==> config.mk <==
export PLATFORM = sky130hd
export DESIGN_NAME = clkdiv_lock_top
export DESIGN_NICKNAME = d
export VERILOG_FILES = /design/src/rtl/cdv_pkg.sv /design/src/rtl/cdv_ctrl_reg.sv /design/src/rtl/cdv_tick_gen.sv /design/src/rtl/cdv_lock_seq.sv /design/src/rtl/cdv_rst_pulse.sv /design/src/rtl/clkdiv_lock_top.sv
export SDC_FILE = /design/constraint.sdc
export NUM_CORES = 1
export LEC_CHECK = 0
export ABC_CLOCK_PERIOD_IN_PS = 2990
export BUFFER_PORTS_ARGS = -buffer_cell sky130_fd_sc_hd__buf_2
export CORE_UTILIZATION = 45
export DETAILED_ROUTE_END_ITERATION = 7
export HOLD_SLACK_MARGIN = 0.08
export PLACE_DENSITY = 0.81
export SLEW_MARGIN = 20
export SYNTH_ARGS = -nofsm -noshare
export SYNTH_HDL_FRONTEND = slang
export SYNTH_HIERARCHICAL = 1
export SYNTH_SLANG_ARGS = --single-unit
==> constraint.sdc <==
create_clock -name clk -period 2.99 [get_ports clk]
set_input_delay 0.598 -clock clk [delete_from_list [all_inputs] [get_ports clk]]
set_output_delay 0.598 -clock clk [all_outputs]
set_load 0.05 [all_outputs]
==> src/rtl/cdv_pkg.sv <==
package cdv_pkg;

    localparam int unsigned CTL_EN_BIT   = 0;
    localparam int unsigned CTL_RST_BIT  = 1;
    localparam int unsigned CTL_UPD_BIT  = 2;
    localparam int unsigned CTL_DIV_LSB  = 4;
    localparam int unsigned LOCK_POS_STD = 31;
    localparam int unsigned LOCK_POS_ALT = 27;

    // Decoded command bits of one control write
    typedef struct packed {
        logic en;
        logic rst_req;
        logic upd;
    } ctl_cmd_t;

    function automatic int unsigned lock_pos(input int unsigned shifted);
        return (shifted != 0) ? LOCK_POS_ALT : LOCK_POS_STD;
    endfunction

    // Remap forbidden low ratios when the option is on
    function automatic logic [31:0] map_low(input logic [31:0] v, input int unsigned no_low);
        logic [31:0] r;
        r = v;
        if (no_low != 0) begin
            if (v == 32'd1 || v == 32'd2) r = 32'd0;
            else if (v == 32'd3)          r = 32'd4;
        end
        return r;
    endfunction

    function automatic ctl_cmd_t decode_cmd(input logic [31:0] w);
        ctl_cmd_t c;
        c.en      = w[CTL_EN_BIT];
        c.rst_req = w[CTL_RST_BIT];
        c.upd     = w[CTL_UPD_BIT];
        return c;
    endfunction

endpackage

==> src/rtl/cdv_ctrl_reg.sv <==
module cdv_ctrl_reg
    import cdv_pkg::*;
#(
    parameter int unsigned DIV_W  = 8,
    parameter int unsigned NO_LOW = 0
) (
    input  logic              clk,
    input  logic              rst,
    input  logic              wr_en,
    input  logic [31:0]       wr_data,
    output logic              en_o,
    output logic [DIV_W-1:0]  field_o,
    output logic [DIV_W-1:0]  new_field_o,
    output logic              upd_o,
    output logic              rst_req_o
);

    ctl_cmd_t          cmd;
    logic [31:0]       raw32;
    logic [31:0]       map32;
    logic              en_q;
    logic [DIV_W-1:0]  field_q;
    logic              unused_bits;

    always_comb begin
        cmd   = decode_cmd(wr_data);
        raw32 = 32'(wr_data[CTL_DIV_LSB +: DIV_W]);
        map32 = map_low(raw32, NO_LOW);
    end

    assign new_field_o = map32[DIV_W-1:0];
    assign upd_o       = wr_en & cmd.upd;
    assign rst_req_o   = wr_en & cmd.rst_req;
    assign unused_bits = ^{wr_data, map32};

    always_ff @(posedge clk) begin
        if (rst) begin
            en_q    <= 1'b0;
            field_q <= '0;
        end else if (wr_en) begin
            en_q    <= cmd.en;
            field_q <= new_field_o;
        end
    end

    assign en_o    = en_q;
    assign field_o = field_q;

    generate
        if (NO_LOW != 0) begin : g_low_chk

            low_ratio_absent_chk: assert property (@(posedge clk) disable iff (rst)
                (field_q != DIV_W'(1)) && (field_q != DIV_W'(2)) && (field_q != DIV_W'(3)));
        end
    endgenerate

endmodule

==> src/rtl/cdv_tick_gen.sv <==
module cdv_tick_gen #(
    parameter int unsigned DIV_W = 8
) (
    input  logic              clk,
    input  logic              rst,
    input  logic              restart_i,
    input  logic              en_i,
    input  logic [DIV_W-1:0]  div_i,
    output logic              boundary_o,
    output logic              tick_o
);

    logic [DIV_W-1:0] cnt_q;
    logic [DIV_W-1:0] last_cnt;

    // A field of zero counts as a ratio of one
    assign last_cnt   = (div_i == '0) ? '0 : (div_i - DIV_W'(1));
    assign boundary_o = (cnt_q == last_cnt);
    assign tick_o     = boundary_o & en_i;

    always_ff @(posedge clk) begin
        if (rst)             cnt_q <= '0;
        else if (restart_i)  cnt_q <= '0;
        else if (boundary_o) cnt_q <= '0;
        else                 cnt_q <= cnt_q + DIV_W'(1);
    end


    cnt_in_range_chk: assert property (@(posedge clk) disable iff (rst)
        cnt_q <= last_cnt);

endmodule

==> src/rtl/cdv_lock_seq.sv <==
module cdv_lock_seq #(
    parameter int unsigned DIV_W = 8
) (
    input  logic              clk,
    input  logic              rst,
    input  logic              upd_i,
    input  logic [DIV_W-1:0]  new_div_i,
    input  logic              boundary_i,
    output logic [DIV_W-1:0]  act_div_o,
    output logic              lock_o
);

    localparam int unsigned WAIT_W = DIV_W + 3;

    logic [DIV_W-1:0]  act_q;
    logic              lock_q;
    logic [WAIT_W-1:0] wait_q;
    logic [WAIT_W-1:0] wait_lim;

    always_ff @(posedge clk) begin
        if (rst) begin
            act_q  <= '0;
            lock_q <= 1'b1;
        end else if (upd_i) begin
            act_q  <= new_div_i;
            lock_q <= 1'b0;
        end else if (boundary_i && !lock_q) begin
            lock_q <= 1'b1;
        end
    end

    assign act_div_o = act_q;
    assign lock_o    = lock_q;

    // Cycles spent waiting for lock, used only to bound the wait
    always_ff @(posedge clk) begin
        if (rst || upd_i)                  wait_q <= '0;
        else if (!lock_q && (&wait_q) == 1'b0) wait_q <= wait_q + WAIT_W'(1);
    end

    assign wait_lim = (act_q == '0) ? WAIT_W'(4) : (WAIT_W'(act_q) << 2);


    lock_clear_chk: assert property (@(posedge clk) disable iff (rst)
        upd_i |=> !lock_o);


    lock_window_chk: assert property (@(posedge clk) disable iff (rst)
        !lock_q |-> (wait_q < wait_lim));

endmodule

==> src/rtl/cdv_rst_pulse.sv <==
module cdv_rst_pulse #(
    parameter int unsigned RST_CYCLES = 50
) (
    input  logic clk,
    input  logic rst,
    input  logic req_i,
    output logic pulse_o
);

    localparam int unsigned CW = $clog2(RST_CYCLES + 1);

    logic [CW-1:0] left_q;
    logic [CW-1:0] len_q;

    assign pulse_o = (left_q != '0);

    always_ff @(posedge clk) begin
        if (rst)                   left_q <= '0;
        else if (req_i && !pulse_o) left_q <= CW'(RST_CYCLES);
        else if (pulse_o)          left_q <= left_q - CW'(1);
    end

    // Length of the current high run
    always_ff @(posedge clk) begin
        if (rst)            len_q <= '0;
        else if (pulse_o)   len_q <= len_q + CW'(1);
        else                len_q <= '0;
    end


    pulse_len_chk: assert property (@(posedge clk) disable iff (rst)
        len_q <= CW'(RST_CYCLES));

endmodule

==> src/rtl/clkdiv_lock_top.sv <==
module clkdiv_lock_top
    import cdv_pkg::*;
#(
    parameter int unsigned DIV_W        = 8,
    parameter int unsigned LOCK_SHIFTED = 0,
    parameter int unsigned NO_LOW       = 0,
    parameter int unsigned RST_CYCLES   = 50
) (
    input  logic        clk,
    input  logic        rst,
    input  logic        wr_en,
    input  logic [31:0] wr_data,
    output logic [31:0] rd_data,
    output logic        tick_o,
    output logic        dom_rst_o
);

    localparam int unsigned LOCK_POS = lock_pos(LOCK_SHIFTED);

    logic              en;
    logic [DIV_W-1:0]  field;
    logic [DIV_W-1:0]  new_field;
    logic              upd;
    logic              rst_req;
    logic [DIV_W-1:0]  act_div;
    logic              lock;
    logic              boundary;

    cdv_ctrl_reg #(.DIV_W(DIV_W), .NO_LOW(NO_LOW)) u_ctrl (
        .clk        (clk),
        .rst        (rst),
        .wr_en      (wr_en),
        .wr_data    (wr_data),
        .en_o       (en),
        .field_o    (field),
        .new_field_o(new_field),
        .upd_o      (upd),
        .rst_req_o  (rst_req)
    );

    cdv_lock_seq #(.DIV_W(DIV_W)) u_lock (
        .clk       (clk),
        .rst       (rst),
        .upd_i     (upd),
        .new_div_i (new_field),
        .boundary_i(boundary),
        .act_div_o (act_div),
        .lock_o    (lock)
    );

    cdv_tick_gen #(.DIV_W(DIV_W)) u_tick (
        .clk       (clk),
        .rst       (rst),
        .restart_i (upd),
        .en_i      (en),
        .div_i     (act_div),
        .boundary_o(boundary),
        .tick_o    (tick_o)
    );

    cdv_rst_pulse #(.RST_CYCLES(RST_CYCLES)) u_rst (
        .clk    (clk),
        .rst    (rst),
        .req_i  (rst_req),
        .pulse_o(dom_rst_o)
    );

    always_comb begin
        rd_data                          = '0;
        rd_data[CTL_EN_BIT]              = en;
        rd_data[CTL_RST_BIT]             = dom_rst_o;
        rd_data[CTL_DIV_LSB +: DIV_W]    = field;
        rd_data[LOCK_POS]                = lock;
    end


    hold_ratio_chk: assert property (@(posedge clk) disable iff (rst)
        (wr_en && !wr_data[CTL_UPD_BIT]) |=> (act_div == $past(act_div)));


    en_gate_chk: assert property (@(posedge clk) disable iff (rst)
        !rd_data[CTL_EN_BIT] |-> !tick_o);

endmodule

==> impl_metrics.toml <==
[floorplan]
die_y_um = 67.6
fp-row-count = 23
die_w_um = 67.6
start_util = 0.477
coreArea_mm2 = 0.00406
io-pin-count = 69
die-area_mm2 = 0.00457

[job]
maxCapViolations = 0

[place]
dp_hpwl_mm = 2.59
io_buffers = 26
gp_congestion = 0.851

[synth]
synth-edff-count = 0
synth.avg_cell_area_um2 = 8.88
ys_ff_latch = 32
syn-cell-area_mm2 = 0.00194
synthDistinctLibCells = 47
synthArstFlopShare = 0
yosysWarningCount = 6
netlist_instances = 218
yosysSeqAreaShare = 0.331
synth_ff_type = "dfxtp_1"

[routing]
firstDrtPassIters = 4
vias_per_cell = 5.11
wl_per_cell_um = 12.5
vias = 1491
drt_iter0_markers = 36
totalWireLength_mm = 3.65
route.antenna.remaining_nets = 0
drc = 0

[power_and_ir_drop]
leakagePower_nw = 0.963
power_density_mw_per_mm2 = 664
worst_ir_drop_vdd_v = 0.000604
finalPower_w = 0.00141

[timing]
min_period_over_period = 0.977
worst_pin_slew_ns = 0.501
final_hold_viol_count = 0
fin_worst_skew_ns = 0.00574
drv_slew = 0
setup_viol = 0
relSlewSlack = 0.665
period_needed_ns = 2.92
fmax_mhz = 342

[clocking]
ctsHtreeMaxLevel = 2
clock_latency_ns = 0.29
cts_buffer_depth = 2
numCtsBuffers = 5
cts_tree = "built"
cts_hold_buf = 0
clk_pin_slew_ns = 0.07
cts_root_buf = "clkbuf_8"
cts_sinks = 32

[grt]
grt_antenna_before_repair = 0
grt_max_degree = 27
grt_pass1_vias = 1311
grt_pass1_wl_mm = 5.68
met1_usage = 0.200
gr-usage-met2 = 0.275
grt_overflow = 0
grt-busiest-layer = "met2"
grt.met3_usage = 0.0456
track_usage = 0.168

[critical_path]
max_stage_delay_ns = 0.43
cp.required_ns = 2.39
crit_fanout = 3
critPathBufInv = 2
crit_type = "reg -> out"
critPathLaunchType = "register"
slowest_stage = "or3b_2"
cp_cell_sequence = "inv_1 -> ha_4 -> or3b_2 -> a22o_1 -> o32ai_1 -> o311a_1 -> and4_4 -> buf_6"
worstRegToRegCells = 9
reg2reg_from = "u_lock/act_div_o[3]"
worst_setup_path_end_kind = "output pin"
cp_top_family = "simple AND/OR/NAND/NOR gates"
r2r_slack_ns = 0.59
cp_data_arrival_time_ns = 2.32
r2r-end = "u_lock/lock_o"

[min_path]
hp-class = "reg -> reg"
hold_start = "u_ctrl/field_o[5]"
hold_path_end = "u_ctrl/field_o[5]"
hold_path_depth = 2

[status]
run_status = "complete, no violations"

[final_layout]
postLayoutCoreUtil = 0.525
final_cell_mix = "dfxtp_1, buf_2, nor2_1"
layout_commonest_cell = "dfxtp_1"
fillers = 350
layout-drive-gt1-share = 0.240
layout.nets = 280
antenna_cells = 0
syn_to_final_growth_pct = 9.95
## worst min-delay path: stages, from the launching register on
cell and delay (ns):
dfxtp_1 0.33, mux2i_1 0.06, nor2_1 0.07
## Yosys cell counts (2+ instances only)
cell      instances  share of area
nand2_1          11          0.021
nand2b_1          3         0.0097
buf_6             3          0.017
and4b_1           2          0.010
o31ai_1           2         0.0078
xnor2_1           9          0.041
clkbuf_1          2         0.0039
nor2_1           23          0.045
and2_2            2         0.0078
or4_1             3          0.012
clkbuf_2          2         0.0052
dfxtp_1          32           0.33
nand3_1           5          0.013
xor2_1            5          0.023
inv_1             5         0.0097
a22o_1            2         0.0091
mux2i_1          18          0.093
or3_1             4          0.013
nor4_1            3         0.0097
a211oi_1          2         0.0078
ha_1              4          0.026
nor3b_1           2         0.0078
o21ai_0           3         0.0078
and3_1            3         0.0097
a31oi_1           8          0.026
nor3_1            6          0.016
buf_4            32           0.12
a21oi_1           3         0.0078
## cells by family after synthesis
family,share of synthesized area
adder cells (fa/ha/maj),0.0259
AO/OA/AOI/OAI,0.107
multiplexers,0.0931
flip-flops,0.331
AND/OR/NAND/NOR,0.202
other,0.00194
XOR/XNOR,0.0750
buffers and inverters,0.165
## flip-flops by register name, summed over array words and instances (netlist names)
register / cells
u_lock/lock_o: 1
u_tick/cnt_q: 8
u_ctrl/en_o: 1
u_ctrl/field_o: 8
u_rst/left_q: 6
u_lock/act_div_o: 8
## timing repair
action | CTS | global route
endpoints found under the hold margin | 0 | 0
buffers inserted | 0 | 1
resized for setup | 5 | 4
pin swaps | 1 | 1
endpoints found under the setup margin | 1 | 1
## layout make-up
class	count	area (µm²)	share of cell area
clock buffer	6	82.6	0.0388
clock inverter	2	15.0	0.00705
inverter	5	18.8	0.00882
multi-input combinational	160	1090	0.511
sequential	32	642	0.302
tap	50	62.6	0.0294
timing repair buffer	37	219	0.103
## report_power, final
group	internal (W)	leakage, nW	total (W)	switching [W]
Combinational	0.000190	0.656	0.000541	0.000350
Clock	0.000186	0.0434	0.000353	0.000167
Sequential	0.000477	0.263	0.000521	0.0000438
Total	0.000853	0.963	0.00141	0.000561
## per-stage QoR
step                instance area, µm²   TNS [ns]  hold WS [ns]  setup WS (ns)  cells
detailed placement                1980          0         0.480          0.183    283
floorplan                         2010          0         0.458          0.169    238
global placement                  1980          0         0.469          0.183    283
global route                      2130  -0.000744         0.521      -0.000744    292
CTS                               2100          0         0.499        0.00846    291
finish                            2130          0         0.495         0.0698    292
## layer usage
layer | vias up | wire [µm]
met4 | 0 | 60
li1 | 760 | -
met3 | 5 | 164
met5 | - | 0
met2 | 43 | 1810
met1 | 683 | 1620
## how the worst max path moves through the flow
stage	start	to	slack, ns	depth (start not counted)
floorplan	u_lock/act_div_o[2]	tick_o	0.17	6
global placement	u_lock/act_div_o[0]	tick_o	0.18	8
detailed placement	u_lock/act_div_o[0]	tick_o	0.18	8
CTS	u_lock/act_div_o[0]	tick_o	0.008	8
global route	u_lock/act_div_o[3]	tick_o	-0.0007	6
finish	u_lock/act_div_o[0]	tick_o	0.07	8
(Power assumes the default switching activity.)
